[config.mk]
export PLATFORM = sky130hd
export DESIGN_NAME = pcie_link_bringup
export DESIGN_NICKNAME = d
export VERILOG_FILES = /design/src/rtl/pcie_link_bringup.sv
export SDC_FILE = /design/constraint.sdc
export NUM_CORES = 1
export LEC_CHECK = 0
export BUFFER_PORTS_ARGS = -buffer_cell sky130_fd_sc_hd__buf_2
export CAP_MARGIN = 10
export CORE_MARGIN = 3
export CORE_UTILIZATION = 50
export DETAILED_ROUTE_END_ITERATION = 12
export PLACE_DENSITY = 0.75
export SLEW_MARGIN = 20
export SYNTH_ARGS = -nofsm -noshare
export SYNTH_HDL_FRONTEND = slang
export SYNTH_SLANG_ARGS = --single-unit
[constraint.sdc]
create_clock -name clk -period 2.7 [get_ports clk]
set_clock_uncertainty 0.15 [all_clocks]
set_input_delay 0.27 -clock clk [delete_from_list [all_inputs] [get_ports clk]]
set_output_delay 0.27 -clock clk [all_outputs]
set_load 0.05 [all_outputs]
[src/rtl/pcie_link_bringup.sv]
module pcie_link_bringup #(
  parameter int POLL_LIMIT = 200,
  parameter int POLL_GAP   = 5000,
  parameter int AW         = 12,
  parameter int DW         = 32
) (
  input  logic          clk,
  input  logic          rst_n,
  input  logic          start,
  input  logic          link_up,
  output logic          ltssm_en,
  output logic          bus_req,
  output logic          bus_wr,
  output logic [AW-1:0] bus_addr,
  output logic [DW-1:0] bus_wdata,
  input  logic [DW-1:0] bus_rdata,
  input  logic          bus_ack,
  output logic          done,
  output logic          pass,
  output logic [3:0]    speed
);

  localparam int CW = $clog2(POLL_LIMIT + 1);
  localparam int GW = $clog2(POLL_GAP + 1);
  localparam logic [AW-1:0] A_CAP = AW'(12'h07C);
  localparam logic [AW-1:0] A_CTL = AW'(12'h80C);
  localparam logic [AW-1:0] A_STS = AW'(12'h080);
  localparam int SC_BIT = 17;
  localparam int STS_LO = 16;

  typedef enum logic [3:0] {
    S_IDLE, S_CAP_RD1, S_CAP_WR1, S_LINK1, S_CAP_RD2, S_CAP_WR2,
    S_SC_RD, S_SC_WR, S_SC_POLL, S_SC_GAP, S_LINK2, S_STS_RD
  } st_t;

  st_t           st;
  logic [DW-1:0] tmp;
  logic [CW-1:0] cnt;
  logic [GW-1:0] gap;

  wire last_poll = (cnt == CW'(POLL_LIMIT - 1));
  wire in_link   = (st == S_LINK1) || (st == S_LINK2);

  always_comb begin
    bus_req   = 1'b1;
    bus_wr    = 1'b0;
    bus_addr  = '0;
    bus_wdata = '0;
    case (st)
      S_CAP_RD1, S_CAP_RD2: bus_addr = A_CAP;
      S_CAP_WR1: begin
        bus_wr = 1'b1; bus_addr = A_CAP; bus_wdata = {tmp[DW-1:4], 4'd1};
      end
      S_CAP_WR2: begin
        bus_wr = 1'b1; bus_addr = A_CAP; bus_wdata = {tmp[DW-1:4], 4'd2};
      end
      S_SC_RD, S_SC_POLL: bus_addr = A_CTL;
      S_SC_WR: begin
        bus_wr = 1'b1; bus_addr = A_CTL; bus_wdata = tmp | (DW'(1) << SC_BIT);
      end
      S_STS_RD: bus_addr = A_STS;
      default: bus_req = 1'b0;
    endcase
  end

  always_ff @(posedge clk or negedge rst_n) begin
    if (!rst_n) begin
      st       <= S_IDLE;
      tmp      <= '0;
      cnt      <= '0;
      gap      <= '0;
      ltssm_en <= 1'b0;
      done     <= 1'b0;
      pass     <= 1'b0;
      speed    <= '0;
    end else begin
      case (st)
        S_IDLE: if (start) begin
          st       <= S_CAP_RD1;
          done     <= 1'b0;
          pass     <= 1'b0;
          speed    <= '0;
          ltssm_en <= 1'b0;
        end
        S_CAP_RD1: if (bus_ack) begin tmp <= bus_rdata; st <= S_CAP_WR1; end
        S_CAP_WR1: if (bus_ack) begin
          ltssm_en <= 1'b1;
          cnt      <= '0;
          gap      <= '0;
          st       <= S_LINK1;
        end
        S_CAP_RD2: if (bus_ack) begin tmp <= bus_rdata; st <= S_CAP_WR2; end
        S_CAP_WR2: if (bus_ack) st <= S_SC_RD;
        S_SC_RD:   if (bus_ack) begin tmp <= bus_rdata; st <= S_SC_WR; end
        S_SC_WR:   if (bus_ack) begin cnt <= '0; st <= S_SC_POLL; end
        S_SC_POLL: if (bus_ack) begin
          if (!bus_rdata[SC_BIT]) begin
            cnt <= '0;
            gap <= '0;
            st  <= S_LINK2;
          end else if (last_poll) begin
            done <= 1'b1; pass <= 1'b0; ltssm_en <= 1'b0; st <= S_IDLE;
          end else begin
            cnt <= cnt + 1'b1;
            gap <= GW'(POLL_GAP);
            st  <= S_SC_GAP;
          end
        end
        S_SC_GAP:
          if (gap != '0) gap <= gap - 1'b1;
          else st <= S_SC_POLL;
        S_STS_RD: if (bus_ack) begin
          speed <= bus_rdata[STS_LO +: 4];
          pass  <= 1'b1;
          done  <= 1'b1;
          st    <= S_IDLE;
        end
        default: if (in_link) begin
          if (gap != '0) gap <= gap - 1'b1;
          else if (link_up) st <= (st == S_LINK1) ? S_CAP_RD2 : S_STS_RD;
          else if (last_poll) begin
            done <= 1'b1; pass <= 1'b0; ltssm_en <= 1'b0; st <= S_IDLE;
          end else begin
            cnt <= cnt + 1'b1;
            gap <= GW'(POLL_GAP);
          end
        end else st <= S_IDLE;
      endcase
    end
  end

  AST_BUS_HOLD: assert property (@(posedge clk) disable iff (!rst_n)
    bus_req && !bus_ack |=> bus_req && $stable(bus_wr) && $stable(bus_addr) && $stable(bus_wdata));
  AST_LTSSM_AFTER_GEN1: assert property (@(posedge clk) disable iff (!rst_n)
    $rose(ltssm_en) |-> $past(bus_ack && bus_wr && bus_addr == A_CAP && bus_wdata[3:0] == 4'd1));
  AST_GEN2_WITH_LINK: assert property (@(posedge clk) disable iff (!rst_n)
    bus_req && bus_wr && bus_addr == A_CAP && bus_wdata[3:0] == 4'd2 |-> ltssm_en);
  AST_FAIL_SPEED_ZERO: assert property (@(posedge clk) disable iff (!rst_n)
    done && !pass |-> speed == 4'd0 && !ltssm_en);
  AST_PASS_NEEDS_DONE: assert property (@(posedge clk) disable iff (!rst_n)
    pass |-> done && ltssm_en);
  AST_BUSY_NOT_DONE: assert property (@(posedge clk) disable iff (!rst_n)
    bus_req |-> !done);
  AST_RESULT_HELD: assert property (@(posedge clk) disable iff (!rst_n)
    done && !start |=> done && $stable(pass) && $stable(speed));

endmodule

==> results.ini <==
[logic_synthesis]
avgSynthCellArea_um2 = 9.73
synth_top_family_by_area = simple AND/OR/NAND/NOR gates
synth_fa_ha_area_share_pct = 0.984
ys_ff_latch = 64
synth_flop_cell = dfrtp_1
synth-seq-area-share_pct = 42.0
synth_compound_area_share_pct = 18.9
synth_cell_type_count = 68
synth_edf_count = 0
synth-simple-area-share_pct = 21.9
ys_async_sr_fraction_pct = 100
muxShareOfSynthArea_pct = 10.0
syn_area_um2 = 3810
synth_xor_area_share_pct = 0.918
syn_inst = 392
ys_warn_count = 0

[detailed_routing]
drc = 0
wl_per_cell_um = 16.5
ant_nets = 0
drtIter0Drc = 262
route.vias.total = 3566
avgViaCountPerCell = 5.80
wirelength_um = 10200
first_pass_iters = 5

[grt]
antenna_found_initial = 0
grt_pass1_wl_um = 16100
grt_start_max_net_pins = 34
grt_util_all_layers_pct = 23.4
grt_pass1_vias = 3345
grt_overflow = 0

[cells_and_area]
synthToLayoutAreaGrowth_pct = 28.8
fin_nets = 551
regArea_um2 = 1600
antennaDiodeCount = 0
post_route_cells_drive_above_1_share_pct = 32.9
fillers = 538
final_cell_mix = 84 x buf_2, 62 x dfrtp_1, 34 x mux2_2
finish.utilization_pct = 67.0
multi_input_area_um2 = 2030
final_common_cell = buf_2

[setup_path]
required_ns = 2.28
critical_path_peak_fanout = 28
reg2reg_slack_ns = 0.24
cp-end-kind = output port
arrival_ns = 2.14
cp-start-kind = flop
crit_type = reg2out

[sta]
tns_ns = 0
drv_slew = 0
post-route-min-period_ns = 2.56
slew_headroom_pct = 52.4
fmax_ghz = 0.390
tightest_slew_ns = 0.714
hold_violations = 0
rsz0062_at_grt = false
timing.final.crit_share_pct = 94.9
setup_viol = 0

[floorplan]
die-area_um2 = 8710
pin_count = 90
core_area_um2 = 7330
num_rows = 31
die_h_um = 93.4
die-width_um = 93.4
initial_core_util_pct = 52.0

[clock_tree]
ctsHtreeMaxLevel = 3
post_cts_buffers = 0
worstSkewPairLatency_ns = 0.35
clockBufferDepth = 2
cts_tree = built
clk_pin_slew_ns = 0.08
root_buffer = clkbuf_8
cts_buffers = 9
clock_sinks = 64

[placement]
dp_hpwl_um = 6860
io_buffers = 84
gp_congestion = 0.941

[run]
drv_cap = 0

[hold_path]
hold_path.class = in2reg

[run_status]
status = completed

## Yosys cell counts (3+ instances only)
master,count,area (um2)
a211o_1,4,35.0
a21o_1,5,37.5
a21oi_1,18,90.1
a22o_1,4,35.0
a31oi_1,10,62.6
and2_1,32,200
and3_1,4,25.0
buf_1,3,11.3
buf_2,10,50.1
buf_4,8,60.1
clkbuf_1,7,26.3
dfrtp_1,64,1600
ha_1,3,37.5
inv_1,8,30.0
mux2_2,34,383
nand2_1,19,71.3
nand2b_1,9,56.3
nand3_1,7,35.0
nand3b_1,4,30.0
nand4_1,4,25.0
nor2_1,22,82.6
nor2b_1,6,37.5
nor3_1,13,65.1
nor3b_1,4,30.0
o21a_1,5,37.5
o21ai_0,16,80.1
o31ai_1,12,90.1
o41ai_1,3,26.3
or3_1,3,18.8
## path summary, 6_finish.rpt
kind / start / endpoint / depth (start not counted)
setup / recovery: st[2] / bus_wdata[22] / 7
hold / removal: bus_rdata[22] / tmp[22] / 2
setup reg to reg: gap[0] / cnt[1] / 7
hold reg to reg: tmp[12] / tmp[12] / 1
max in group asynchronous: rst_n / st[2] / 3
min in group asynchronous: rst_n / tmp[29] / 2
## cells by family (layout without fill, tap and decap cells)
kind of cell | after synthesis | in the layout
muxes | 34 | 34
AOI/OAI and AO/OA | 104 | 104
and+or+nand+nor | 143 | 143
buffers and inverters | 39 | 159
other | 1 | 5
adders and majority gates | 3 | 3
DFF | 64 | 64
xor gates and xnor gates | 4 | 4
## per-stage QoR
| step | instance area, um2 | setup slack [ns] | hold slack, ns | std cells |
|---|---|---|---|---|
| final | 4910 | 0.139 | 0.0124 | 615 |
| after global routing | 4910 | 0.00587 | 0.00655 | 615 |
| after CTS | 4910 | 0.0475 | 0.00128 | 615 |
| after detailed placement | 4410 | 0.306 | 0.216 | 574 |
| after global placement | 4410 | 0.294 | 0.209 | 574 |
| after floorplan | 3830 | 0.0748 | -0.176 | 396 |
## timing repair
action / CTS / global route
endpoints found under the hold margin: 55 / 0
resized for setup: 0 / 2
endpoints found under the setup margin: 0 / 28
hold buffers: 25 / 0
## sequential cells by signal, summed over array words and instances, names as in the netlist
signal and cells:
tmp 32, gap 13, cnt 8, speed 4, st 4, done 1
ltssm_en 1, pass 1
## layout make-up
class	instances	area share (%)
Multi-Input combinational cell	293	41.4
Sequential cell	64	32.7
Timing Repair Buffer	133	17.6
Clock inverter	7	2.55
Clock buffer	9	2.52
Tap cell	99	2.52
Inverter	10	0.764
## layer usage
layer	GRT usage [%]	vias to the layer above	wire length (um)
met3	4.75	13	791
met5	0	-	0
li1	-	1682	-
met1	30.5	1705	4360
met2	38.3	166	4870
met4	8.67	0	134
## critical path: stages, from the launching register on
cell and delay [ns]:
dfrtp_2 0.55, nor2_1 0.14, buf_4 0.16, nand2_1 0.07, a21oi_1 0.15, buf_4 0.26
and2_1 0.18, buf_2 0.27
Power is not shown: default switching activity piles up to over one toggle a cycle in this logic, so the estimate is an artifact.
